==> src/rtl/nlr_pkg.sv <==
package nlr_pkg;

    typedef enum logic [1:0] {
        TAG_DATA  = 2'd0,
        TAG_SPARE = 2'd1,
        TAG_MARK  = 2'd2
    } tag_e;

    typedef enum logic [2:0] {
        SEG_IDLE,
        SEG_META,
        SEG_PKT,
        SEG_ECC,
        SEG_HEAD,
        SEG_MARK,
        SEG_TAIL,
        SEG_ECCL
    } seg_e;

    localparam int META_BYTES = 4;
    localparam int MARK_BYTES = 6;
    localparam int META_SPARE_BASE = MARK_BYTES;
    localparam int ECC_SPARE_BASE  = MARK_BYTES + META_BYTES;
    localparam int FIELD_BITS = 15;

    function automatic int ecc_bytes_f(input int strength);
        return (strength * FIELD_BITS + 7) / 8;
    endfunction

    function automatic int max3_f(input int a, input int b, input int c);
        int m;
        m = (a > b) ? a : b;
        return (m > c) ? m : c;
    endfunction

endpackage

==> src/rtl/nlr_seg_walker.sv <==
module nlr_seg_walker
    import nlr_pkg::*;
#(
    parameter int PAGE_BYTES = 256,
    parameter int PKT_BYTES  = 64,
    parameter int STEPS      = 4,
    parameter int STRENGTH   = 4,
    parameter int IDX_W      = 8
) (
    input  logic             clk,
    input  logic             rst_n,
    input  logic             start_i,
    input  logic             adv_i,
    output logic             active_o,
    output tag_e             tag_o,
    output logic [IDX_W-1:0] idx_o,
    output logic             data_o,
    output logic             last_o
);

    localparam int ECC_B   = ecc_bytes_f(STRENGTH);
    localparam int HEAD_B  = PAGE_BYTES - META_BYTES - (STEPS - 1) * (PKT_BYTES + ECC_B);
    localparam int TAIL_B  = PKT_BYTES - HEAD_B;
    localparam int MAX_SEG = max3_f(PKT_BYTES, ECC_B, MARK_BYTES);
    localparam int CNT_W   = $clog2(MAX_SEG + 1);
    localparam int STEP_W  = $clog2(STEPS + 1);

    typedef struct packed {
        seg_e              seg;
        logic [CNT_W-1:0]  cnt;
        logic [STEP_W-1:0] step;
        logic [IDX_W-1:0]  dptr;
        logic [IDX_W-1:0]  eptr;
    } walk_t;

    walk_t st_d, st_q;
    int    seg_len;
    logic  seg_end;
    logic  is_data;

    always_comb begin
        case (st_q.seg)
            SEG_META:           seg_len = META_BYTES;
            SEG_PKT:            seg_len = PKT_BYTES;
            SEG_ECC, SEG_ECCL:  seg_len = ECC_B;
            SEG_HEAD:           seg_len = HEAD_B;
            SEG_MARK:           seg_len = MARK_BYTES;
            SEG_TAIL:           seg_len = TAIL_B;
            default:            seg_len = 1;
        endcase
        seg_end = (int'(st_q.cnt) == seg_len - 1);
        is_data = (st_q.seg == SEG_PKT) || (st_q.seg == SEG_HEAD) || (st_q.seg == SEG_TAIL);
    end

    always_comb begin
        st_d = st_q;
        if (st_q.seg == SEG_IDLE) begin
            if (start_i) begin
                st_d.seg  = SEG_META;
                st_d.cnt  = '0;
                st_d.step = '0;
                st_d.dptr = '0;
                st_d.eptr = IDX_W'(ECC_SPARE_BASE);
            end
        end else if (adv_i) begin
            st_d.cnt = st_q.cnt + CNT_W'(1);
            if (is_data) begin
                st_d.dptr = st_q.dptr + IDX_W'(1);
            end
            if ((st_q.seg == SEG_ECC) || (st_q.seg == SEG_ECCL)) begin
                st_d.eptr = st_q.eptr + IDX_W'(1);
            end
            if (seg_end) begin
                st_d.cnt = '0;
                case (st_q.seg)
                    SEG_META: st_d.seg = (STEPS > 1) ? SEG_PKT : SEG_HEAD;
                    SEG_PKT:  st_d.seg = SEG_ECC;
                    SEG_ECC: begin
                        st_d.step = st_q.step + STEP_W'(1);
                        st_d.seg  = (int'(st_q.step) == STEPS - 2) ? SEG_HEAD : SEG_PKT;
                    end
                    SEG_HEAD: st_d.seg = SEG_MARK;
                    SEG_MARK: st_d.seg = (TAIL_B > 0) ? SEG_TAIL : SEG_ECCL;
                    SEG_TAIL: st_d.seg = SEG_ECCL;
                    default:  st_d.seg = SEG_IDLE;
                endcase
            end
        end
    end

    always_ff @(posedge clk or negedge rst_n) begin
        if (!rst_n) begin
            st_q <= '{seg: SEG_IDLE, cnt: '0, step: '0, dptr: '0, eptr: '0};
        end else begin
            st_q <= st_d;
        end
    end

    always_comb begin
        case (st_q.seg)
            SEG_META: begin
                tag_o = TAG_SPARE;
                idx_o = IDX_W'(META_SPARE_BASE) + IDX_W'(st_q.cnt);
            end
            SEG_MARK: begin
                tag_o = TAG_MARK;
                idx_o = IDX_W'(st_q.cnt);
            end
            SEG_ECC, SEG_ECCL: begin
                tag_o = TAG_SPARE;
                idx_o = st_q.eptr;
            end
            default: begin
                tag_o = TAG_DATA;
                idx_o = st_q.dptr;
            end
        endcase
    end

    assign active_o = (st_q.seg != SEG_IDLE);
    assign data_o   = is_data;
    assign last_o   = (st_q.seg == SEG_ECCL) && seg_end;

endmodule

==> src/rtl/nlr_beat_reg.sv <==
module nlr_beat_reg
    import nlr_pkg::*;
#(
    parameter int IDX_W = 8
) (
    input  logic             clk,
    input  logic             rst_n,
    input  logic             load_i,
    input  tag_e             tag_i,
    input  logic [IDX_W-1:0] idx_i,
    input  logic [7:0]       data_i,
    input  logic             last_i,
    input  logic             ready_i,
    output logic             can_load_o,
    output logic             valid_o,
    output tag_e             tag_o,
    output logic [IDX_W-1:0] idx_o,
    output logic [7:0]       data_o,
    output logic             last_o
);

    typedef struct packed {
        logic             valid;
        tag_e             tag;
        logic [IDX_W-1:0] idx;
        logic [7:0]       data;
        logic             last;
    } beat_t;

    beat_t bt_d, bt_q;

    always_comb begin
        bt_d = bt_q;
        if (load_i) begin
            bt_d.valid = 1'b1;
            bt_d.tag   = tag_i;
            bt_d.idx   = idx_i;
            bt_d.data  = data_i;
            bt_d.last  = last_i;
        end else if (ready_i) begin
            bt_d.valid = 1'b0;
        end
    end

    always_ff @(posedge clk or negedge rst_n) begin
        if (!rst_n) begin
            bt_q <= '{valid: 1'b0, tag: TAG_DATA, idx: '0, data: '0, last: 1'b0};
        end else begin
            bt_q <= bt_d;
        end
    end

    assign can_load_o = !bt_q.valid || ready_i;
    assign valid_o    = bt_q.valid;
    assign tag_o      = bt_q.tag;
    assign idx_o      = bt_q.idx;
    assign data_o     = bt_q.data;
    assign last_o     = bt_q.last;

endmodule

==> src/rtl/nand_layout_router.sv <==
module nand_layout_router
    import nlr_pkg::*;
#(
    parameter int PAGE_BYTES = 256,
    parameter int PKT_BYTES  = 64,
    parameter int STEPS      = 4,
    parameter int STRENGTH   = 4,
    parameter int IDX_W      = $clog2((PAGE_BYTES > 10 + STEPS * ((STRENGTH * 15 + 7) / 8))
                                      ? PAGE_BYTES : 10 + STEPS * ((STRENGTH * 15 + 7) / 8))
) (
    input  logic             clk,
    input  logic             rst_n,
    input  logic             start,
    input  logic             start_write,
    input  logic             start_skip,
    input  logic             in_valid,
    output logic             in_ready,
    input  logic [7:0]       in_data,
    output logic             out_valid,
    input  logic             out_ready,
    output logic [1:0]       out_tag,
    output logic [IDX_W-1:0] out_idx,
    output logic [7:0]       out_data,
    output logic             out_last
);

    typedef struct packed {
        logic wr;
        logic skip;
    } mode_t;

    mode_t            mode_d, mode_q;
    logic             w_active;
    tag_e             w_tag;
    logic [IDX_W-1:0] w_idx;
    logic             w_data;
    logic             w_last;
    logic             start_ok;
    logic             drop;
    logic             adv;
    logic             load;
    logic             can_load;
    logic [7:0]       beat_data;
    tag_e             r_tag;
    logic             wr_mode;
    logic             skip_mode;

    // A new page may begin only once the walker is idle and the last beat has left.
    assign start_ok = start && !w_active && !out_valid;

    always_comb begin
        mode_d = mode_q;
        if (start_ok) begin
            mode_d.wr   = start_write;
            mode_d.skip = start_skip;
        end
    end

    always_ff @(posedge clk or negedge rst_n) begin
        if (!rst_n) begin
            mode_q <= '{wr: 1'b0, skip: 1'b0};
        end else begin
            mode_q <= mode_d;
        end
    end

    assign wr_mode   = mode_q.wr;
    assign skip_mode = mode_q.skip;

    always_comb begin
        drop = mode_q.skip && w_data;
        if (mode_q.wr) begin
            in_ready = 1'b0;
            adv      = w_active && (drop || can_load);
        end else begin
            in_ready = w_active && (drop || can_load);
            adv      = in_valid && in_ready;
        end
        load      = adv && !drop;
        beat_data = mode_q.wr ? 8'h00 : in_data;
    end

    nlr_seg_walker #(
        .PAGE_BYTES (PAGE_BYTES),
        .PKT_BYTES  (PKT_BYTES),
        .STEPS      (STEPS),
        .STRENGTH   (STRENGTH),
        .IDX_W      (IDX_W)
    ) u_walk (
        .clk      (clk),
        .rst_n    (rst_n),
        .start_i  (start_ok),
        .adv_i    (adv),
        .active_o (w_active),
        .tag_o    (w_tag),
        .idx_o    (w_idx),
        .data_o   (w_data),
        .last_o   (w_last)
    );

    nlr_beat_reg #(
        .IDX_W (IDX_W)
    ) u_beat (
        .clk        (clk),
        .rst_n      (rst_n),
        .load_i     (load),
        .tag_i      (w_tag),
        .idx_i      (w_idx),
        .data_i     (beat_data),
        .last_i     (w_last),
        .ready_i    (out_ready),
        .can_load_o (can_load),
        .valid_o    (out_valid),
        .tag_o      (r_tag),
        .idx_o      (out_idx),
        .data_o     (out_data),
        .last_o     (out_last)
    );

    assign out_tag = r_tag;

endmodule

==> config.mk <==
export PLATFORM = sky130hd
export DESIGN_NAME = nand_layout_router
export DESIGN_NICKNAME = d
export VERILOG_FILES = /design/src/rtl/nlr_pkg.sv /design/src/rtl/nlr_seg_walker.sv /design/src/rtl/nlr_beat_reg.sv /design/src/rtl/nand_layout_router.sv
export SDC_FILE = /design/constraint.sdc
export NUM_CORES = 1
export LEC_CHECK = 0
export ABC_AREA = 1
export BUFFER_PORTS_ARGS = -buffer_cell sky130_fd_sc_hd__buf_2
export CAP_MARGIN = 0
export CORE_MARGIN = 2
export CORE_UTILIZATION = 35
export DETAILED_ROUTE_END_ITERATION = 16
export SKIP_LAST_GASP = 1
export SLEW_MARGIN = 20
export SYNTH_ARGS = -nofsm -noshare
export SYNTH_HDL_FRONTEND = slang
export SYNTH_SLANG_ARGS = --single-unit
==> constraint.sdc <==
create_clock -name clk -period 1.47 [get_ports clk]
set_input_delay 0.2205 -clock clk [delete_from_list [all_inputs] [get_ports clk]]
set_output_delay 0.2205 -clock clk [all_outputs]
set_load 0.05 [all_outputs]
* Word-level counts from Yosys, hierarchy flattened
Index checks and enable logic that the tools add are counted.
Word-level totals: register bits after elaboration 51, input bits 15, logic and storage cells 75
Cells by class: equal/unequal tests 10, reduce and logical (&&, ||, !) cells 30, add/subtract/negate cells 6, muxes and demuxes 17
Operators with widths (count):
- $mux W29 | 3
- $pmux W7 S6 | 1
- $eq A8 B32 Y1 | 1
- $mux W8 | 3
- $pmux W8 S3 | 1
- $pmux W3 S6 | 1
- $add A8 B1 Y8 const B | 2
- $eq A3 B3 Y1 const B | 5
- $mux W13 | 1
- $reduce_bool A2 Y1 | 6
- $reduce_and A3 Y1 | 3
- $add A3 B7 Y8 const A | 1
- $sub A7 B1 Y8 const B | 1
- $add A7 B1 Y7 const B | 1
- $logic_and A1 B1 Y1 | 7
- $eq A3 B2 Y1 const B | 2
- $mux W3 | 2
- $logic_or A1 B1 Y1 | 5
- $mux W1 | 4
- $pmux W2 S2 | 1
- $reduce_and A4 Y1 | 1
- $add A3 B1 Y3 const B | 1
- $eq A3 B1 Y1 const B | 1
- $logic_not A1 Y1 | 3
- 6 further kinds | 6

* Depth between registers and ports, before layout
Gate-level depths: netlist (run 1).
depth in word-level cells 10, depth in mapped cells 12, depth with buffers taken out 11

* By module
Synthesis (run 1) repeated with hierarchy kept, for this count alone.
Second synthesis, totals: cell total of the unflattened synthesis 416, area total of the unflattened synthesis 3173.0 µm²
Modules (own cells, without submodules):
- nlr_seg_walker | area each 2183.3 µm², instances 1, cells an instance 290, sequential area each 725.7 µm²
- nlr_beat_reg | area each 775.7 µm², instances 1, cells an instance 85, sequential area each 500.5 µm²
- nand_layout_router | area each 214.0 µm², instances 1, cells an instance 41, sequential area each 50.0 µm²

* Least setup slack after synthesis (run 1)
Ideal clock, no wire load.
path kind register to output, start point reg u_walk.st_q[26] in the netlist's numbering, end point out in_ready, path buffers 2, slack -0.393 ns, arrival time 1.643 ns, stages on the path, launching flop included 7, path through dfrtp_1 -> buf_6 -> inv_6 -> nand2_8 -> clkbuf_1 -> nand2_1 -> nor2_1
Between the ends: cells in the longest elaborated chain, start to end 7, elaborated cells between the ends (all ways) 10, those cells by class 3 x eq/ne; 1 x mux; 6 x reduce/logical
Ends and longest elaborated chain:
- from (decl) | RTL line nlr_seg_walker.sv:36 | walk_t st_d, st_q;
- from (signal assigned) | RTL line nlr_seg_walker.sv:93 | st_q <= '{seg: SEG_IDLE, cnt: '0, step: '0, dptr: '0, eptr: '0};
- from (signal assigned) | RTL line nlr_seg_walker.sv:95 | st_q <= st_d;
- $eq A3 B2 Y1 / $eq A3 B3 Y1 (equally long branches) | RTL line nlr_seg_walker.sv:52 | is_data = (st_q.seg == SEG_PKT) || (st_q.seg == SEG_HEAD) || (st_q.seg == SEG_TAIL);
- $logic_or A1 B1 Y1 (2 in series) | RTL line nlr_seg_walker.sv:52
- $logic_and A1 B1 Y1 | RTL line nand_layout_router.sv:71 | drop = mode_q.skip && w_data;
- $logic_or A1 B1 Y1 | RTL line nand_layout_router.sv:76 | in_ready = w_active && (drop || can_load);
- $logic_and A1 B1 Y1 (*) | RTL line nand_layout_router.sv:76
- $mux W1 (*) | RTL line nand_layout_router.sv:72 | if (mode_q.wr) begin
- to (decl) | RTL line nand_layout_router.sv:17 | output logic in_ready,
Every way passes the cells marked *; elsewhere a longest branch is shown, timed or not.

* Worst setup path after layout (run 1)
start point reg u_walk.st_q[27] in the netlist's numbering, end point reg u_walk.st_q[2] in the netlist's numbering
Between the ends: cells in the longest elaborated chain, start to end 10, elaborated cells between the ends (all ways) 23, those cells by class 6 x eq/ne; 2 x mux; 15 x reduce/logical
Ends and longest elaborated chain:
- $eq A3 B2 Y1 / $eq A3 B3 Y1 (equally long branches) | RTL line nlr_seg_walker.sv:52
- $logic_or A1 B1 Y1 (2 in series) | RTL line nlr_seg_walker.sv:52
- $logic_and A1 B1 Y1 | RTL line nand_layout_router.sv:71
- $logic_or A1 B1 Y1 | RTL line nand_layout_router.sv:74, nand_layout_router.sv:76
- $logic_and A1 B1 Y1 | RTL line nand_layout_router.sv:74, nand_layout_router.sv:76
- $logic_and A1 B1 Y1 | RTL line nand_layout_router.sv:77 | adv = in_valid && in_ready;
- $mux W1 | RTL line nand_layout_router.sv:72
- $reduce_bool A2 Y1 (no line)
- $reduce_and A3 Y1 (no line)
Parallel ways exist; a longest one is shown, timed or not. A chain may end at the register's enable or synchronous reset.

==> impl_metrics.yaml, run 1 <==
synth:
  synth.most_common_cell: "nand2_1"
  ys_ff_latch: 51
  ys.warnings.count: 0
  yosysTopAreaCell: "dfrtp_1"
  netlist_instances: 389
  synth_top_flop_cell: "dfrtp_1"
  synthArstFlopShare_pct: 100.0
  synth_edf_count: 0
  synthTopCellsByCount: "111 x nand2_1, 51 x dfrtp_1, 34 x nand3_1"
  yosysSeqAreaShare_pct: 40.65
  synthTopCellsByArea: "dfrtp_1 41%, nand2_1 13%, nand3_1 5.4%"
  avgSynthCellArea_um2: 8.070
  synth_top_cell_area_share_pct: 40.65
  synth_nets: 411
  ys_types: 45
  syn_area_um2: 3139
setup_path:
  worstSetupStartpointType: "register"
  cp.required_ns: 1.73
  slowest_delay_ns: 0.48
  end_kind: "register"
  cp_data_arrival_time_ns: 1.92
  crit_slowest_cell: "dfrtp_2"
  rr_startpoint: "u_walk.st_q[27]$_DFFE_PN0P_"
  crit_type: "register to register"
  r2r_end: "u_walk.st_q[2]$_DFFE_PN0P_"
  timing.reg2reg.worst_path_depth: 12
  ff2ff_setup_slack_ns: -0.19
  cp_common_cell: "nand2_8"
  path_delay_family: "simple AND/OR/NAND/NOR gates"
  crit_fanout: 8
  path_buf_inv: 3
  crit_chain: "nor2_8 > nand2_8 > buf_12 > clkinv_8 > nand3_4 > nand2_8 > nand2_8 > inv_8 > nand2_4 > nand2_1 > nand2_1 > nor2_1"
power:
  vdd_drop_max_v: 0.0008850
  seqPwrFrac_pct: 22.2
  cellLeakagePower_nw: 2.162
  power_density_nw_per_um2: 2041
  p_int_mw: 4.648
  p_total_mw: 9.208
  p_switching_mw: 4.560
  clockPowerShare_pct: 9.7
  power_frac_comb_pct: 68.0
  switching_share_pct: 49.52
detailed_routing:
  route.vias.total: 2948
  first_pass_iters: 4
  vias_per_cell: 4.946
  drt_wl_total_um: 8888
  drtIter0Drc: 179
  drt_drc_violations_left: 0
  final_antenna_net_count: 0
  post_drt_wl_per_cell_um: 14.91
layout:
  area_growth_pct: 43.72
  n_antenna_cell: 0
  stdcell_count: 596
  layout-drive-gt1-share_pct: 44.26
  nNetsFinal: 509
cts:
  cts-root-buf: "clkbuf_8"
  cts_tree: "yes"
  numClockSinks: 51
  cts_buffers: 5
  cts.clk_slew.worst_paths_ns: 0.10
  cts_htree_levels: 2
  clock_latency_ns: 0.32
  ctsLongestPathBuffers: 2
place:
  dp_cells: 568
  place_ws_ns: -0.2359
  port_buffers: 35
  place_congestion: 0.8861
  hpwlAfterDp_um: 5733
hold_path:
  hold_path_class: "input port to register"
  min_to: "u_beat.valid_o$_DFFE_PN0P_"
  min-delay-start: "out_ready"
  min_path_cells: 2
global_routing:
  antenna_found_initial: 0
  grt_pass1_wl_um: 13540
  track_usage_pct: 17.25
  gr-total-overflow: 0
  first_global_vias: 2750
  grt_max_degree: 52
sta:
  maxSlewHeadroom_pct: 75.71
  tns_ns: -6.103
  hold_violations: 0
  timing.final.crit_share_pct: 112.8
  fin_worst_skew_ns: 0.009777
  grt_setup_unrepaired: "true"
  fmax_ghz: 0.6032
  setup_slack_ns: -0.1878
  slew_violations: 0
  worst_pin_slew_ns: 0.3610
  layout_min_cycle_time_ns: 1.658
  setup_viol: 50
die:
  coreArea_um2: 8721
  io_pins: 36
  die-height_um: 98.71
  rows: 34
  initial_core_util_pct: 36.00
  floorplan.die_area_um2: 9743
  die_x_um: 98.71
flow_run:
  cap_viol_max_count: 0
status:
  outcome: "finished, violations left"
  violations: "negative setup slack"
[logic make-up after synthesis]
group	Yosys count	synth area share [%]
compound gates	54	11.32
xor+xnor	10	2.790
fa+ha+maj	7	2.790
buf+inv	52	9.286
flops	51	40.65
mux	1	0.3587
simple gates	214	32.80
[sequential cells by signal, indices dropped and copies added, names as in the netlist]
| signal | flops |
|---|---|
| u_beat.tag_o | 2 |
| u_walk.st_q | 29 |
| wr_mode | 1 |
| u_beat.data_o | 8 |
| u_beat.idx_o | 8 |
| skip_mode | 1 |
| u_beat.valid_o | 1 |
| u_beat.last_o | 1 |
[per-layer routing]
metal,wire length [µm],part of all wire [%],vias to the layer above,GRT usage (%)
li1,-,-,1471,-
met1,3931,44,1381,23.66
met2,4352,49,81,28.47
met3,443,5.0,15,2.553
met4,162,1.8,0,4.953
met5,0,0,-,0
[power groups by stage]
stage | Sequential, mW | Clock (mW) | Combinational, mW
3_5_place_dp | 2.03 | 0 | 4.34
6_report | 2.05 | 0.897 | 6.26
2_1_floorplan | 2.51 | 0 | 2.59
3_3_place_gp | 2.03 | 0 | 4.30
4_1_cts | 2.01 | 0.921 | 5.24
5_1_grt | 2.09 | 0.971 | 6.70
[worst max-delay path by stage]
stage	end	from	cells after the start
2_1_floorplan	u_walk.st_q[18]$_DFFE_PN0P_	u_walk.st_q[28]$_DFFE_PN0P_	12
3_3_place_gp	u_beat.valid_o$_DFFE_PN0P_	u_walk.st_q[28]$_DFFE_PN0P_	6
3_5_place_dp	u_beat.valid_o$_DFFE_PN0P_	u_walk.st_q[28]$_DFFE_PN0P_	6
4_1_cts	in_ready	u_walk.st_q[27]$_DFFE_PN0P_	6
5_1_grt	u_walk.st_q[2]$_DFFE_PN0P_	u_walk.st_q[27]$_DFFE_PN0P_	11
6_report	u_walk.st_q[2]$_DFFE_PN0P_	u_walk.st_q[27]$_DFFE_PN0P_	12
[repair_timing]
| action | 4_1_cts | 5_1_grt |
|---|---|---|
| hold buffers | 1 | 0 |
| buffers inserted | 9 | 5 |
| pin swaps | 25 | 21 |
| gates cloned | 2 | 3 |
| hold endpoints to repair | 51 | 0 |
| resized for setup | 47 | 87 |
| endpoints found under the setup margin | 50 | 52 |
[layout by cell type, fill, tap and decap left out, types with 6 or more instances in the layout]
master,count
clkbuf_8,6
nor2_1,21
nand3_2,9
buf_6,17
nand4_1,9
buf_2,34
xor2_1,10
nand2_1,79
buf_12,7
o21ai_2,13
nand3_1,28
nand2_4,14
nor3_1,6
o21ai_0,11
dfrtp_1,48
inv_1,28
nand2_2,24
buf_4,39
ha_1,7
[stage by stage]
step / cell area (µm²) / hold WS, ns / util [%]
after detailed placement: 3721 / 0.2384 / 42.67
after CTS: 4111 / 0.08645 / 47.14
after global routing: 4512 / 0.08739 / 51.74
after global placement: 3721 / 0.2365 / 42.67
final: 4512 / 0.07118 / 51.74
after floorplan: 3159 / -0.07509 / -
[final cells by class]
cell class,instances,area (µm²)
inverters,39,215.2
repair inverters,3,42.54
fillers,774,4209
well taps,108,135.1
flip-flops and latches,51,1280
multi-input cells,287,1893
repair buffers,100,847.1
clock buffers,6,82.58
clock inverters,2,16.27
No activity file was read; power rests on OpenSTA's default activity.
==> inputs of run 2 (changes only) <==
ABC_CLOCK_PERIOD_IN_PS = 1950   (was unset)
clock period = 1.95 ns   (was 1.47 ns; I/O delays follow)
==> run 2 against run 1 <==
Effect of this change:
- total power down 46%
- routed wire length down 14%
- the flow now finishes without violations
- flip-flop and latch count unchanged
==> impl_metrics.yaml, run 2 (same netlist as run 1, synthesis figures left out) <==
setup_path:
  crit_type: "register to output port"
  worstSetupStartpointType: "register"
  ff2ff_setup_slack_ns: 0.17
  cp.required_ns: 1.66
  timing.reg2reg.worst_path_depth: 10
  cp_data_arrival_time_ns: 1.55
  end_kind: "output port"
  crit_fanout: 10
global_routing:
  first_global_vias: 2575
  gr-total-overflow: 0
  track_usage_pct: 16.08
  grt_max_degree: 26
  grt_pass1_wl_um: 12720
  antenna_found_initial: 0
layout:
  area_growth_pct: 12.87
  layout-drive-gt1-share_pct: 23.20
  largest_reg_flops: 29
  largest_register: "u_walk.st_q"
  layout_common_cells: "111 x nand2_1, 48 x dfrtp_1, 35 x buf_2"
  stdcell_count: 539
  nNetsFinal: 452
  n_antenna_cell: 0
  final_common_cell: "nand2_1"
sta:
  timing.final.crit_share_pct: 94.74
  layout_min_cycle_time_ns: 1.847
  worst_pin_slew_ns: 0.4903
  tns_ns: 0
  fin_worst_skew_ns: 0.01458
  hold_violations: 0
  grt_setup_unrepaired: "false"
  fmax_ghz: 0.5413
  setup_viol: 0
  maxSlewHeadroom_pct: 67.27
  slew_violations: 0
cts:
  post_cts_buffers: 0
  cts_buffers: 5
  cts_htree_levels: 2
  clock_latency_ns: 0.32
  cts_tree: "yes"
  numClockSinks: 51
  ctsLongestPathBuffers: 2
  cts.clk_slew.worst_paths_ns: 0.10
  cts-root-buf: "clkbuf_8"
hold_path:
  hold_path_class: "input port to register"
  min_path_cells: 2
die:
  io_pins: 36
  rows: 34
  coreArea_um2: 8721
  floorplan.die_area_um2: 9743
  die-height_um: 98.71
  die_x_um: 98.71
  initial_core_util_pct: 36.00
place:
  port_buffers: 35
  dp_cells: 530
  place_congestion: 0.8632
  hpwlAfterDp_um: 5689
detailed_routing:
  vias_per_cell: 5.037
  final_antenna_net_count: 0
  route.vias.total: 2715
  drt_drc_violations_left: 0
  drt_wl_total_um: 7610
  first_pass_iters: 4
  drtIter0Drc: 225
  post_drt_wl_per_cell_um: 14.12
power:
  vdd_drop_max_v: 0.0004726
  cellLeakagePower_nw: 1.726
  power_density_nw_per_um2: 1399
  p_total_mw: 4.956
flow_run:
  cap_viol_max_count: 0
status:
  outcome: "completed"
[run 2: cell count changes in the layout (fill, tap and decap cells not counted), moves of 4 or more]
cell     delta
o21ai_1     -4
nor2_1      +6
buf_4      -29
buf_12      -6
nand3_1     +6
nand2_4    -11
nand2_1    +32
o21ai_2     -8
inv_8       -4
nand2_2    -20
buf_6      -17
o21ai_0    +12
[run 2: layout make-up]
class	instances	area [µm²]
Clock buffer	6	82.58
Clock inverter	2	16.27
Fill cell	891	5177
Inverter	39	168.9
Multi-Input combinational cell	286	1580
Sequential cell	51	1280
Tap cell	108	135.1
Timing Repair Buffer	47	280.3
[run 2: routing by layer]
layer	wire length [µm]	GRT usage, %	up-vias
met5	0	0	-
met1	3601	22.31	1278
li1	-	-	1362
met2	3537	26.32	71
met4	64	3.477	0
met3	407	3.050	4
[run 2: path summary, 6_finish.rpt]
path,to,from
max,in_ready,u_walk.st_q[26]$_DFFE_PN0P_
min,u_beat.valid_o$_DFFE_PN0P_,out_ready
max reg2reg,u_walk.st_q[27]$_DFFE_PN0P_,u_walk.st_q[28]$_DFFE_PN0P_
min reg2reg,u_beat.idx_o[6]$_DFFE_PN0P_,u_beat.idx_o[6]$_DFFE_PN0P_
max in group asynchronous,u_walk.st_q[12]$_DFFE_PN0P_,rst_n
min in group asynchronous,u_beat.data_o[2]$_DFFE_PN0P_,rst_n
[run 2: worst max-delay path, stage by stage (launching register included)]
cell and delay, ns:
dfrtp_2 0.48, inv_6 0.15, nand2_1 0.06, nand2_1 0.09
nand2_1 0.06, nor2_1 0.12, buf_2 0.28
[run 2: where the power goes]
part	switching, mW	internal, mW	leakage (nW)
logic	1.97	0.751	1.01
clock network	0.381	0.291	0.0474
registers	0.251	1.31	0.673
total	2.60	2.35	1.73
[run 2: through the flow]
| stage | setup WS [ns] | utilization (%) | hold WS [ns] | area [µm²] |
|---|---|---|---|---|
| floorplan | 0.01489 | - | -0.003091 | 3139 |
| CTS | 0.005806 | 40.49 | 0.1899 | 3531 |
| global placement | 0.1273 | 39.24 | 0.2427 | 3422 |
| finish | 0.1026 | 40.63 | 0.1806 | 3543 |
| detailed placement | 0.05293 | 39.24 | 0.2463 | 3422 |
| global route | 0.005432 | 40.63 | 0.1960 | 3543 |
[run 2: timing repair]
item | CTS | global route
resized for setup | 0 | 4
setup endpoints to repair | 0 | 33
hold buffers | 1 | 0
hold endpoints to repair | 15 | 0
==> inputs of run 3 (changes only) <==
CTS_CLUSTER_SIZE = 16   (was unset)
SETUP_SLACK_MARGIN = 0.3   (was unset)
==> run 3 against run 2 <==
Effect of this change:
- critical path depth increased by 1
- fmax rose by 11%
- final area grew 15%
- largest power group unchanged
- combinational power is 43% higher
- total power increased by 23%
- critical path type is now register to register
- sequential power about the same
- via count rose by 6.9%
==> impl_metrics.yaml, run 3 (same netlist as run 1, synthesis figures left out) <==
status:
  outcome: "completed"
place:
  place_ws_ns: 0.05169
  place_congestion: 0.8858
  dp_cells: 529
  port_buffers: 35
  hpwlAfterDp_um: 5394
detailed_routing:
  m1WireLength_um: 3636
  drt_drc_violations_left: 0
  vias_per_cell: 5.057
  route.vias.total: 2903
  wl_met3_um: 458
  highest_layer: "met4"
  final_antenna_net_count: 0
  drtIter0Drc: 170
  wl_met2_um: 4054
  drt_wl_total_um: 8294
  post_drt_wl_per_cell_um: 14.45
  first_pass_iters: 4
cts:
  cts.clk_slew.worst_paths_ns: 0.10
  cts_tree: "yes"
  ctsLongestPathBuffers: 2
  cts_buffers: 5
  cts_htree_levels: 2
  cts-root-buf: "clkbuf_8"
  clock_latency_ns: 0.31
  numClockSinks: 51
setup_path:
  cp.required_ns: 2.15
  crit_fanout: 8
  worstSetupStartpointType: "register"
  end_kind: "register"
  crit_type: "register to register"
  cp_data_arrival_time_ns: 1.86
global_routing:
  gr-total-overflow: 0
  first_global_vias: 2636
  track_usage_pct: 16.56
  grt_max_degree: 33
  grt_pass1_wl_um: 13060
  antenna_found_initial: 0
layout:
  stdcell_count: 574
  largest_reg_flops: 29
  layout_common_cells: "95 x nand2_1, 43 x dfrtp_1, 34 x buf_2"
  largest_register: "u_walk.st_q"
  layout-drive-gt1-share_pct: 35.62
  n_antenna_cell: 0
  nNetsFinal: 487
  n_fill_cell: 809
  final_common_cell: "nand2_1"
  area_growth_pct: 29.25
sta:
  tns_ns: 0
  grt_setup_unrepaired: "true"
  hold_violations: 0
  worst_pin_slew_ns: 0.5169
  layout_min_cycle_time_ns: 1.657
  maxSlewHeadroom_pct: 65.54
  fmax_ghz: 0.6034
  slew_violations: 0
  fin_worst_skew_ns: 0.005442
  timing.final.crit_share_pct: 84.99
  setup_viol: 0
  timing.hold.ws_ns: 0.1864
  setup_slack_ns: 0.2927
flow_run:
  cap_viol_max_count: 0
die:
  floorplan.die_area_um2: 9743
  rows: 34
  initial_core_util_pct: 36.00
  die_x_um: 98.71
  io_pins: 36
  die-height_um: 98.71
  coreArea_um2: 8721
hold_path:
  hold_path_class: "input port to register"
power:
  power_density_nw_per_um2: 1499
  cellLeakagePower_nw: 1.929
  vdd_drop_max_v: 0.0005198
-- run 3: cell types whose count changed in the layout (fill, tap and decap cells not counted), sizes merged --
cell    before  now
inv         37   35
nand2      120  122
clkinv       3    5
clkbuf       6    7
buf         46   78
-- run 3: worst paths after layout --
check                                             from                           end  slack (ns)  cells past startpoint
max                        u_walk.st_q[27]$_DFFE_PN0P_         skip_mode$_DFFE_PN0P_        0.29                      7
min                                          out_ready    u_beat.valid_o$_DFFE_PN0P_        0.19                      2
max reg2reg                u_walk.st_q[27]$_DFFE_PN0P_         skip_mode$_DFFE_PN0P_        0.29                      7
min reg2reg                u_beat.idx_o[4]$_DFFE_PN0P_   u_beat.idx_o[4]$_DFFE_PN0P_        0.48                      2
max in group asynchronous                        rst_n   u_walk.st_q[22]$_DFFE_PN0P_        0.89                      3
min in group asynchronous                        rst_n  u_beat.data_o[0]$_DFFE_PN0P_        0.48                      2
-- run 3: area by class of cell --
cell class                 instances  area, µm²  area share [%]
clock inverter                     2      12.51          0.3084
clock buffer                       6      72.57           1.788
tap                              108      135.1           3.330
timing repair buffer              80      614.3           15.14
sequential                        51       1286           31.70
inverter                          39      188.9           4.656
multi-input combinational        288       1748           43.08
-- run 3: layer usage --
layer  track usage [%]  up-vias
met4             3.688        0
li1                  -     1430
met5                 0        -
met2             28.10       84
met1             22.21     1377
met3             2.908       12
-- run 3: power by group --
group	internal [mW]	switching (mW)	total, mW	leakage [nW]
combinational	1.48	2.42	3.89	1.22
clock	0.252	0.374	0.626	0.0412
sequential	1.32	0.245	1.56	0.666
-- run 3: metrics by stage --
stage	instance area (µm²)	total power [mW]	util [%]
after floorplan	3148	3.814	-
after global placement	3423	4.280	39.25
after detailed placement	3423	4.296	39.25
after CTS	3716	5.379	42.61
after global routing	4058	6.490	46.53
final	4058	6.082	46.53
-- run 3: critical path: stages, from the launching register on --
cell and delay (ns):
dfrtp_2 0.49, nor2_8 0.17, nand2_8 0.12, clkinv_8 0.07
nand3_4 0.12, buf_4 0.17, buf_4 0.14, mux2_2 0.26
-- run 3: what timing repair did --
action,in CTS,in global routing
pin swaps,5,20
hold endpoints to repair,19,0
buffers inserted,15,18
gates resized for setup,17,48
endpoints found under the setup margin,48,42
hold buffers,1,0
cloned,1,2
